File: src/rtl/nano_sequencer_pkg.sv
package nano_sequencer_pkg;
  localparam int UPC_W  = 10;
  localparam int UWORD_W = 17;
  localparam int NPTR_W = 9;
  localparam int NANO_W = 68;
  localparam int CODEA_W = 7;
  localparam int CODEB_W = 3;
  localparam int CODEC_W = 2;
  localparam int DIRECT_W = NANO_W - CODEA_W - CODEB_W - CODEC_W;
  localparam int CTRL_W = DIRECT_W + (2**CODEA_W) + (2**CODEB_W) + (2**CODEC_W);

  typedef struct packed {
    logic              nanoEn;
    logic [NPTR_W-1:0] nanoPtr;
  } seqCmd_t;

  function automatic logic [UWORD_W-1:0] mkJump(input logic isCond, input logic [UPC_W-1:0] tgt);
    logic [UWORD_W-1:0] w;
    w = '0;
    w[16] = 1'b1;
    w[15] = isCond;
    w[UPC_W-1:0] = tgt;
    return w;
  endfunction

  function automatic logic [UWORD_W-1:0] mkNano(input logic [NPTR_W-1:0] ptr);
    logic [UWORD_W-1:0] w;
    w = '0;
    w[NPTR_W-1:0] = ptr;
    return w;
  endfunction

  function automatic logic [UWORD_W-1:0] ucodeRom(input logic [UPC_W-1:0] addr);
    case (addr)
      10'd16:  return mkNano(9'd5);
      10'd17:  return mkNano(9'd9);
      10'd18:  return mkJump(1'b1, 10'd24);
      10'd19:  return mkNano(9'd33);
      10'd24:  return mkNano(9'd300);
      10'd25:  return mkNano(9'd511);
      10'd32:  return mkNano(9'd7);
      10'd33:  return mkJump(1'b0, 10'd16);
      default: return mkJump(1'b0, 10'd0);
    endcase
  endfunction

  function automatic logic [NANO_W-1:0] nanoRom(input logic [NPTR_W-1:0] p);
    logic [NANO_W-1:0] w;
    w = '0;
    w[8:0]   = p;
    w[17:9]  = ~p;
    w[62:56] = p[6:0];
    w[65:63] = p[8:6];
    w[67:66] = p[1:0];
    return w;
  endfunction
endpackage

File: src/rtl/nano_sequencer_ctrl.sv
module nano_sequencer_ctrl
  import nano_sequencer_pkg::*;
(
  input  logic             clk,
  input  logic             rst,
  input  logic             dispatch,
  input  logic [UPC_W-1:0] entryAddr,
  input  logic             condIn,
  output seqCmd_t          cmd
);
  logic [UPC_W-1:0]   microPc;
  logic [UPC_W-1:0]   nextPc;
  logic [UWORD_W-1:0] uWord;
  logic               isJump;
  logic               condFlag;
  logic               takeJump;

  assign uWord    = ucodeRom(microPc);
  assign isJump   = uWord[16];
  assign condFlag = uWord[15];
  assign takeJump = isJump && (!condFlag || condIn);

  always_comb begin
    if (dispatch)      nextPc = entryAddr;
    else if (takeJump) nextPc = uWord[UPC_W-1:0];
    else               nextPc = microPc + 1'b1;
  end

  always_ff @(posedge clk) begin
    if (rst) microPc <= '0;
    else     microPc <= nextPc;
  end

  assign cmd.nanoEn  = !isJump;
  assign cmd.nanoPtr = uWord[NPTR_W-1:0];

  // first cycle after reset starts from micro-address 0
  p_reset_zero_r1: assert property (@(posedge clk) disable iff (rst)
    $past(rst) |-> microPc == '0);
  // jump words keep their reserved bits clear
  p_jump_format_r2: assert property (@(posedge clk) disable iff (rst)
    isJump |-> uWord[14:10] == '0);
  // dispatch loads the entry address
  p_dispatch_r4: assert property (@(posedge clk) disable iff (rst)
    dispatch |=> microPc == $past(entryAddr));
  // nano-pointer words step by one
  p_nano_step_r5: assert property (@(posedge clk) disable iff (rst)
    (!dispatch && !isJump) |=> microPc == $past(microPc) + 1'b1);
  // unconditional jump reaches its target
  p_uncond_jump_r6: assert property (@(posedge clk) disable iff (rst)
    (!dispatch && isJump && !condFlag) |=> microPc == $past(uWord[UPC_W-1:0]));
  // conditional jump not taken falls through
  p_cond_fall_r7: assert property (@(posedge clk) disable iff (rst)
    (!dispatch && isJump && condFlag && !condIn) |=> microPc == $past(microPc) + 1'b1);
endmodule

File: src/rtl/nano_sequencer_dp.sv
module nano_sequencer_dp
  import nano_sequencer_pkg::*;
(
  input  seqCmd_t           cmd,
  output logic [CTRL_W-1:0] ctrlOut
);
  localparam int A_N  = 2**CODEA_W;
  localparam int B_N  = 2**CODEB_W;
  localparam int C_N  = 2**CODEC_W;
  localparam int A_LO = DIRECT_W;
  localparam int B_LO = A_LO + A_N;
  localparam int C_LO = B_LO + B_N;
  localparam int NA_LO = DIRECT_W;
  localparam int NB_LO = NA_LO + CODEA_W;
  localparam int NC_LO = NB_LO + CODEB_W;

  logic [NANO_W-1:0] nanoWord;
  logic [CTRL_W-1:0] decoded;

  assign nanoWord = nanoRom(cmd.nanoPtr);

  always_comb begin
    decoded = '0;
    decoded[DIRECT_W-1:0] = nanoWord[DIRECT_W-1:0];
    decoded[A_LO +: A_N]  = A_N'(1) << nanoWord[NA_LO +: CODEA_W];
    decoded[B_LO +: B_N]  = B_N'(1) << nanoWord[NB_LO +: CODEB_W];
    decoded[C_LO +: C_N]  = C_N'(1) << nanoWord[NC_LO +: CODEC_W];
  end

  assign ctrlOut = cmd.nanoEn ? decoded : '0;
endmodule

File: src/rtl/nano_sequencer.sv
module nano_sequencer
  import nano_sequencer_pkg::*;
(
  input  logic              clk,
  input  logic              rst,
  input  logic              dispatch,
  input  logic [UPC_W-1:0]  entryAddr,
  input  logic              condIn,
  output logic [CTRL_W-1:0] ctrlOut
);
  seqCmd_t cmd;

  nano_sequencer_ctrl u_ctrl (
    .clk(clk), .rst(rst), .dispatch(dispatch),
    .entryAddr(entryAddr), .condIn(condIn), .cmd(cmd)
  );

  nano_sequencer_dp u_dp (.cmd(cmd), .ctrlOut(ctrlOut));

  // sequencing-only cycles drive no control line
  p_quiet_jump_r8: assert property (@(posedge clk) disable iff (rst)
    !cmd.nanoEn |-> ctrlOut == '0);
  // each decoded one-hot group has exactly one line set
  p_onehot_groups_r3: assert property (@(posedge clk) disable iff (rst)
    cmd.nanoEn |-> ($countones(ctrlOut[183:56]) == 1 &&
                    $countones(ctrlOut[191:184]) == 1 &&
                    $countones(ctrlOut[195:192]) == 1));
endmodule

File: config.mk
export PLATFORM = sky130hd
export DESIGN_NAME = nano_sequencer
export DESIGN_NICKNAME = d
export VERILOG_FILES = /design/src/rtl/nano_sequencer_pkg.sv /design/src/rtl/nano_sequencer_ctrl.sv /design/src/rtl/nano_sequencer_dp.sv /design/src/rtl/nano_sequencer.sv
export SDC_FILE = /design/constraint.sdc
export NUM_CORES = 1
export LEC_CHECK = 0
export BUFFER_PORTS_ARGS = -buffer_cell sky130_fd_sc_hd__buf_2
export CAP_MARGIN = 20
export CORE_UTILIZATION = 34
export CTS_CLUSTER_SIZE = 10
export DETAILED_ROUTE_END_ITERATION = 10
export MAX_ROUTING_LAYER = met4
export PLACE_DENSITY = 0.78
export SLEW_MARGIN = 20
export SYNTH_ARGS = -nofsm -noshare
export SYNTH_HDL_FRONTEND = slang
export SYNTH_SLANG_ARGS = --single-unit
File: constraint.sdc
create_clock -name clk -period 2.24 [get_ports clk]
set_input_delay 0.448 -clock clk [delete_from_list [all_inputs] [get_ports clk]]
set_output_delay 0.448 -clock clk [all_outputs]
set_load 0.02 [all_outputs]
## Word-level counts from Yosys, hierarchy flattened

Index checks and enable logic that the tools add are counted.

- Register bits after elaboration: 10
- Input port bits: 14
- Output and inout port bits: 196

- Add/subtract/negate cells: 1
- Eq/ne operators: 8
- Shifts and indexed selects: 3
- Muxes and demuxes: 4
- Bitwise logic cells: 1
- Reduce and logical (&&, ||, !) cells: 3

Operator list:

| operator | number |
|---|---|
| two-way mux 196 bit | 1 |
| case mux 17 bit (8 select lines) | 1 |
| << shifter 1 x 7 -> 128 bit, first input constant | 1 |
| equality test 10 x 5 -> 1 bit, second input constant | 6 |
| equality test 10 x 6 -> 1 bit, second input constant | 2 |
| two-way mux 10 bit | 2 |
| adder 10 x 1 -> 10 bit, second input constant | 1 |
| NOT 9 bit | 1 |
| << shifter 1 x 3 -> 8 bit, first input constant | 1 |
| << shifter 1 x 2 -> 4 bit, first input constant | 1 |
| logical AND 1 bit | 1 |
| zero test 1 bit | 1 |
| logical OR 1 bit | 1 |

## Depth between registers and ports, before layout

Gate-level depths: netlist of run 1.

- Depth after elaboration: 7
- Mapped depth: 10

## Hierarchy

Synthesis of run 1 repeated with hierarchy kept, for this count alone.

- Cell total of the unflattened synthesis: 370
- Area, all modules: 2,351.0 µm²

Modules (own cells, without submodules):

| module | times used | cells an instance | area an instance (µm²) | sequential area each (µm²) |
|---|---|---|---|---|
| nano_sequencer_dp | 1 | 270 | 1,488.9 | 0.0 |
| nano_sequencer_ctrl | 1 | 100 | 862.1 | 200.2 |

## Worst setup path after synthesis of run 1

No wires, ideal clock.

- Kind: register to output
- Start point: register u_ctrl.microPc[0]
- End point: output ctrlOut[16]
- Arrival time: 2,299 ps
- Required time: 1,792 ps
- Path slack: -507 ps
- Stages on the path, launching flop included: 10
- Buffers on the path: 2
- Cell sequence: dfxtp_1 inv_1 ha_1 nand4bb_1 and2_1 a21oi_1 nand2_2 buf_2 nor2_1 buf_4

- Word-level cells in the longest chain between the ends: 4
- Elaborated cells between the ends (all ways): 11
- Classes of those cells: eq/ne: 8; mux: 2; bitwise: 1

Ends and longest elaborated chain:

| item | line | source |
|---|---|---|
| start, declared | nano_sequencer_ctrl.sv:11 | `logic [UPC_W-1:0] microPc;` |
| start signal, assigned | nano_sequencer_ctrl.sv:31 | `else microPc <= nextPc;` |
| equality test 10 x 6 -> 1 bit or equality test 10 x 5 -> 1 bit (tied branches) | nano_sequencer_pkg.sv:34 | `case (addr)` |
| case mux 17 bit (8 select lines) * | nano_sequencer_pkg.sv:34 |  |
| NOT 9 bit | nano_sequencer_pkg.sv:51 | `w[17:9] = ~p;` |
| two-way mux 196 bit * | nano_sequencer_dp.sv:30 | `assign ctrlOut = cmd.nanoEn ? decoded : '0;` |
| end, declared | nano_sequencer.sv:9 | `output logic [CTRL_W-1:0] ctrlOut` |

Every way passes the cells marked *; elsewhere a longest branch is shown, timed or not.

## Worst setup path in the final report of run 1

- Start point: register u_ctrl.microPc[8]
- End point: output ctrlOut[61]

- Word-level cells in the longest chain between the ends: 4
- Elaborated cells between the ends (all ways): 11
- Classes of those cells: eq/ne: 8; shift: 1; mux: 2

Ends and longest elaborated chain:

| item | line | source |
|---|---|---|
| equality test 10 x 6 -> 1 bit or equality test 10 x 5 -> 1 bit (tied branches) | nano_sequencer_pkg.sv:34 |  |
| case mux 17 bit (8 select lines) * | nano_sequencer_pkg.sv:34 |  |
| << shifter 1 x 7 -> 128 bit | nano_sequencer_dp.sv:25 | `decoded[A_LO +: A_N] = A_N'(1) << nanoWord[NA_LO +: CODEA_W];` |
| two-way mux 196 bit * | nano_sequencer_dp.sv:30 |  |

Marked as above.

==> results of run 1 <==
layout make-up:
type | count | share of cell area (%)
multi-input cells | 268 | 55.2
repair buffers | 104 | 32.1
flip-flops and latches | 10 | 6.86
well taps | 77 | 3.22
clock buffers | 4 | 1.84
inverters | 6 | 0.753
metal layers:
layer / up-vias / global-route usage (%)
met5: - / -
met4: 0 / 3.76
met3: 4 / 3.18
met2: 127 / 23.3
met1: 800 / 14.5
li1: 816 / -
power by group:
part	total [mW]	leakage, nW	internal (mW)	switching, mW
clock network	0.223	0.0288	0.154	0.0685
logic	0.751	1.42	0.259	0.492
registers	0.201	0.0838	0.190	0.0113
total	1.18	1.53	0.603	0.572
cell usage after synthesis (3+ instances only):
cell type | number | area share [%]
and2_1 | 5 | 1.4
buf_4 | 164 | 55
dfxtp_1 | 10 | 9.0
nor2_1 | 28 | 4.7
ha_1 | 4 | 2.3
a211oi_1 | 5 | 1.7
nor3_1 | 8 | 1.8
nand2_1 | 5 | 0.85
nand2b_1 | 3 | 0.85
nand3b_1 | 5 | 1.7
nor2b_1 | 3 | 0.85
inv_1 | 6 | 1.0
a21oi_1 | 6 | 1.4
worst max-delay path, cell delays in order (launching register included):
cell and delay [ns]:
dfxtp_1 0.29, or4_4 0.53, or2_4 0.31, buf_12 0.16, nor2_4 0.09, nand2_2 0.09, a2111oi_4 0.20, buf_4 0.20
kinds of logic (layout without fill, tap and decap cells):
family | after synthesis | after routing | synth area share [%]
flip-flops | 10 | 10 | 9.01
other | 1 | 162 | 0.169
multiplexers | 1 | 1 | 0.451
AND/OR/NAND/NOR | 77 | 77 | 19.7
XOR/XNOR | 1 | 1 | 0.394
AO/OA/AOI/OAI | 23 | 23 | 9.41
adder cells (fa/ha/maj) | 4 | 4 | 2.25
buffers and inverters | 175 | 114 | 58.6
per-stage QoR:
step / power, mW / util [%] / hold WS, ns / instances / cell area, um2
floorplan: 0.876 / - / 0.514 / 453 / 2960
global placement: 0.780 / 36.6 / 0.653 / 446 / 2310
detailed placement: 0.786 / 36.6 / 0.650 / 446 / 2310
CTS: 1.14 / 45.4 / 0.407 / 463 / 2860
global route: 1.23 / 47.4 / 0.415 / 469 / 2990
finish: 1.18 / 47.4 / 0.410 / 469 / 2990
final timing paths:
| path | cells past startpoint | slack (ns) | end | from |
|---|---|---|---|---|
| min | 2 | 0.41 | u_ctrl.microPc[8]$_SDFF_PP0_ | entryAddr[8] |
| max | 7 | -0.32 | ctrlOut[61] | u_ctrl.microPc[8]$_SDFF_PP0_ |
| min reg2reg | 4 | 0.76 | u_ctrl.microPc[2]$_SDFF_PP0_ | u_ctrl.microPc[2]$_SDFF_PP0_ |
| max reg2reg | 9 | 0.05 | u_ctrl.microPc[0]$_SDFF_PP0_ | u_ctrl.microPc[8]$_SDFF_PP0_ |
timing repair:
action | 4_1_cts | 5_1_grt
gates resized for setup | 110 | 22
hold buffers | 0 | 0
cloned | 1 | 0
pin swaps | 25 | 7
buffers inserted | 12 | 7
setup endpoints to repair | 34 | 35
==> metrics.md, run 1 <==
| Metric | Value |
|---|---|
| Critical path endpoint category | `primary output` |
| Clock tree buffer depth | `2` |
| Final global-route overflow total | `0` |
| DIE WIDTH | `82.8 um` |
| TNS Setup | `-6.35 ns` |
| Pwr dens | `slightly below 400 nW/um2` |
| Syn Area/Cell | `7.61 um2` |
| Ports | `210` |
| Synth warn | `0` |
| Register bit total from synthesis | `10` |
| Post-synthesis cell area | `2220 um2` |
| Commonest non-fill, non-tap cells in the layout | `conb_1 (162), buf_4 (44), buf_6 (41)` |
| Diode count | `0` |
| Final Max Slew Viols | `0` |
| Core Box Area | `6310 um2` |
| Average wire per standard cell | `10.3 um` |
| Max cap viols | `0` |
| Synth cell types | `43` |
| Met3 Wirelength | `approximately 470 um` |
| Commonest non-fill, non-tap cell in the layout | `conb_1` |
| Violations in the final reports | `setup timing` |
| Final setup vio count | `33` |
| Worst skew pair latency | `0.23 ns` |
| Area occupied by multi-input gates | `1650 um2` |
| Worst-path clk slew | `0.05 ns` |
| M1 WL | `1.81 mm` |
| Antenna Nets Post-Route | `0` |
| Largest Register | `u_ctrl.microPc` |
| Worst VDD drop | `0.000185 V` |
| CTS buffer count | `3` |
| Seq/Total Area, Yosys | `a little under a tenth` |
| Full die area | `approximately 6900 um2` |
| Peak Freq | `391 MHz` |
| Port Buffer Count | `47` |
| H-Tree Depth | `1` |
| Layout cells sized above 1 | `44.4%` |
| Unrepaired setup endpoints after global routing | `true` |
| Syn Inst Count | `between 200 and 300` |
| Routed wl met2 | `2.52 mm` |
| Largest register FFs | `10` |
| CTS Root Cell | `clkbuf_8` |
| CTS tree | `yes` |
| Skew final | `between 0.002 and 0.003 ns` |
| Post-detail-place hpwl | `3.84 mm` |
| Via count | `1,747` |
| Starting Density | `35.2%` |
| Critical Path RT | `1.79 ns` |
| Critical path class | `flop to primary output` |
| Core Rows | `29` |
| Initial antenna violation count | `0` |
| LEAKAGE | `1.53 nW` |
| Top Metal Used | `met4` |
| Die Ht | `between 80 and 90 um` |
| Crit share post-route | `114%` |
| Routability Congestion | `0.868` |
| Area growth, synth to finish | `34.7%` |
| GRT Overall Usage | `13.1%` |
| Setup WS pre-CTS | `-0.208 ns` |
| Fillcell total | `between 600 and 700` |
| Largest regs | `u_ctrl.microPc: 10 flops` |
| Hold Fails Final Rpt | `0` |
| Global-route wire length before repair | `just over 7 mm` |
| Critical path fanouts, max | `5` |
| Post-synth ARST share | `0%` |
| Post-layout min period | `2.56 ns` |
| Predominant post-synthesis flop cell | `dfxtp_1` |
| Largest net degree at the start of global routing | `9` |
| Via density | `between 3 and 4` |
| Status | `finished with violations` |
| Worst Setup Start Kind | `flop` |
| Nets | `411` |
| Drt drc | `0` |
| Routed WL | `4.83 mm` |
| Critical path arrival | `2.11 ns` |
| Vias in the first global route | `1,430` |
| FF+latch area | `a little over 200 um2` |
| Sink Count | `10` |
| Setup ws final | `-0.315 ns` |
| Initial DRC count | `60` |
| Hold Path Class | `input pin to flop` |
| First-pass DRT Iterations | `4` |
| Number of synthesized flops with an enable pin | `0` |
Note: power is estimated with default switching activity, not from simulation.
==> run 2: changes to the inputs <==
--- a/config.mk
+++ b/config.mk
@@ -8,10 +8,11 @@
 export BUFFER_PORTS_ARGS = -buffer_cell sky130_fd_sc_hd__buf_2
 export CAP_MARGIN = 20
 export CORE_UTILIZATION = 34
+export CTS_BUF_LIST = sky130_fd_sc_hd__clkbuf_8
 export CTS_CLUSTER_SIZE = 10
 export DETAILED_ROUTE_END_ITERATION = 10
 export MAX_ROUTING_LAYER = met4
-export PLACE_DENSITY = 0.78
+export PLACE_DENSITY = 0.75
 export SLEW_MARGIN = 20
 export SYNTH_ARGS = -nofsm -noshare
 export SYNTH_HDL_FRONTEND = slang
==> constraint.sdc (replaced) <==
create_clock -name clk -period 2.55 [get_ports clk]
set_input_delay 0.51 -clock clk [delete_from_list [all_inputs] [get_ports clk]]
set_output_delay 0.51 -clock clk [all_outputs]
set_load 0.02 [all_outputs]
==> run 2 against run 1 <==
The run still ends with setup timing left. Clock skew shrank 0.0020 ns. Hold slack gained 0.068 ns. Total power shrank 21%. Via count shrank 7.5%. Sequential power shrank 13%. Non-clock buffer count shrank 28. Final area shrank 17%. Wire length shrank 8.8%. Critical endpoint is now ctrlOut[65]. Highest routed layer unchanged.
==> metrics.md, run 2 (synthesized netlist as in run 1, its figures left out) <==
| Metric | Value |
|---|---|
| Status | `finished with violations` |
| Violations in the final reports | `setup timing` |
| Hold buffer count at cts | `0` |
| Crit share post-route | `101%` |
| Critical path fanouts, max | `3` |
| Worst VDD drop | `0.000140 V` |
| Core Box Area | `6310 um2` |
| Pint | `461 uW` |
| Switching pwr | `466 uW` |
| Worst skew pair latency | `0.23 ns` |
| Port Buffer Count | `47` |
| Pwr dens | `376 nW/um2` |
| Starting Density | `about a third` |
| Drt drc | `0` |
| Critical path endpoint category | `primary output` |
| Via density | `3.66` |
| Critical path arrival | `2.06 ns` |
| Diode count | `0` |
| Routed wl met2 | `2.25 mm` |
| Clock tree buffer depth | `2` |
| Max cap viols | `0` |
| Sw Share | `50.3%` |
| Largest net degree at the start of global routing | `14` |
| Final Max Slew Viols | `0` |
| Initial DRC count | `around 130` |
| Largest regs | `u_ctrl.microPc: 10 flops` |
| H-Tree Depth | `1` |
| Unrepaired setup endpoints after global routing | `true` |
| Nets | `383` |
| Full die area | `6860 um2` |
| CTS Root Cell | `clkbuf_8` |
| Post-Route Utilization | `39.1%` |
| DIE WIDTH | `just over 80 um` |
| Core Rows | `29` |
| Largest Register | `u_ctrl.microPc` |
| CTS tree | `yes` |
| CTS buffer count | `3` |
| Power share of the sequential group | `18.9%` |
| Worst path cell trace | `inv_2, ha_4, nand4bb_1, and2_4, a21oi_4, or3_4, a2111oi_4, buf_4` |
| Antenna Nets Post-Route | `0` |
| M1 WL | `1.72 mm` |
| First-pass DRT Iterations | `4` |
| Critical Path RT | `2.04 ns` |
| LEAKAGE | `1.36 nW` |
| Routed WL | `between 4 and 5 mm` |
| Peak Freq | `slightly below 400 MHz` |
| Worst-path clk slew | `0.05 ns` |
| Final setup vio count | `4` |
| Finished layout cell area | `approximately 2500 um2` |
| Largest register FFs | `10` |
| Clock power frac | `around 21%` |
| Hold Fails Final Rpt | `0` |
| Average wire per standard cell | `9.98 um` |
| Initial antenna violation count | `0` |
| Layout cells sized above 1 | `35.2%` |
| Post-layout min period | `2.57 ns` |
| Post-detail-place hpwl | `3.52 mm` |
| Global-route wire length before repair | `6.15 mm` |
| Hold Path Class | `input pin to flop` |
| Critical path class | `flop to primary output` |
| Setup ws final | `-0.0216 ns` |
| Routability Congestion | `0.894` |
| DP Area | `between 2000 and 2500 um2` |
| CP max stage cell | `or3_4` |
| Via count | `1,616` |
| Comb power frac | `60.5%` |
| Slowest stage delay, CP | `0.40 ns` |
| Top Metal Used | `met4` |
| Setup WS pre-CTS | `0.0607 ns` |
| GRT Overall Usage | `11.4%` |
| Ports | `210` |
| Worst Setup Start Kind | `flop` |
| Vias in the first global route | `1,218` |
| Die Ht | `82.8 um` |
| Area growth, synth to finish | `11.2%` |
| Final global-route overflow total | `0` |
| Sink Count | `10` |
| TNS Setup | `-0.0397 ns` |
| Skew final | `0.000605 ns` |
| Commonest non-fill, non-tap cell in the layout | `conb_1` |
| Fillcell total | `652` |
| Met3 Wirelength | `385 um` |
| Commonest non-fill, non-tap cells in the layout | `conb_1 (162), buf_4 (34), buf_2 (33)` |
==> run 2: cell types whose count changed in the layout (fill, tap and decap cells not counted), sizes merged <==
cell    previous run  this run
buf              104        75
clkbuf             4         5
==> run 2: per-stage QoR <==
step / power [mW] / cells / hold slack [ns]
finish: 0.927 / 441 / 0.478
detailed placement: 0.634 / 425 / 0.679
global route: 0.978 / 441 / 0.479
global placement: 0.630 / 425 / 0.639
floorplan: 0.744 / 453 / 0.551
CTS: 0.867 / 438 / 0.477
==> run 2: worst max-delay path: cells and delay by family, from the launching register on <==
family                   cells  cell delay [ns]
AO/OA/AOI/OAI                2             0.39
buffers and inverters        2             0.24
flip-flops                   1             0.34
AND/OR/NAND/NOR              3             0.69
adder cells (fa/ha/maj)      1             0.16
==> run 2: repair_timing <==
item                                    in CTS  in global routing
endpoints found under the setup margin      25                 27
buffers inserted                             9                  5
gates resized for setup                     30                 41
pin swaps                                   11                 13
cloned                                       0                  1
==> run 2: layer usage <==
metal | GRT usage, % | vias up
met5 | - | -
met4 | 3.29 | 0
met3 | 2.19 | 6
met2 | 18.8 | 122
met1 | 14.1 | 726
li1 | - | 762
==> run 2: cell type report <==
class,count,area (um2),share of cell area (%)
Multi-Input combinational cell,268,1540,62.5
Timing Repair Buffer,76,544,22.0
Sequential cell,10,205,8.31
Tap cell,77,96.3,3.90
Clock buffer,4,55.1,2.23
Inverter,6,25.0,1.01
==> run 2: power groups by stage <==
stage | Combinational [mW] | Clock, mW | Sequential [mW]
final | 0.561 | 0.191 | 0.175
after global routing | 0.597 | 0.206 | 0.176
after CTS | 0.499 | 0.195 | 0.174
after detailed placement | 0.458 | 0 | 0.176
after global placement | 0.455 | 0 | 0.175
after floorplan | 0.569 | 0 | 0.175
==> run 2: worst paths after layout <==
path	cells after the start	endpoint	slack, ns	start
worst min register to register	4	u_ctrl.microPc[1]$_SDFF_PP0_	0.71	u_ctrl.microPc[9]$_SDFF_PP0_
worst min-delay path	2	u_ctrl.microPc[8]$_SDFF_PP0_	0.48	entryAddr[8]
worst max register to register	10	u_ctrl.microPc[2]$_SDFF_PP0_	0.47	u_ctrl.microPc[0]$_SDFF_PP0_
worst max-delay path	8	ctrlOut[65]	-0.02	u_ctrl.microPc[0]$_SDFF_PP0_
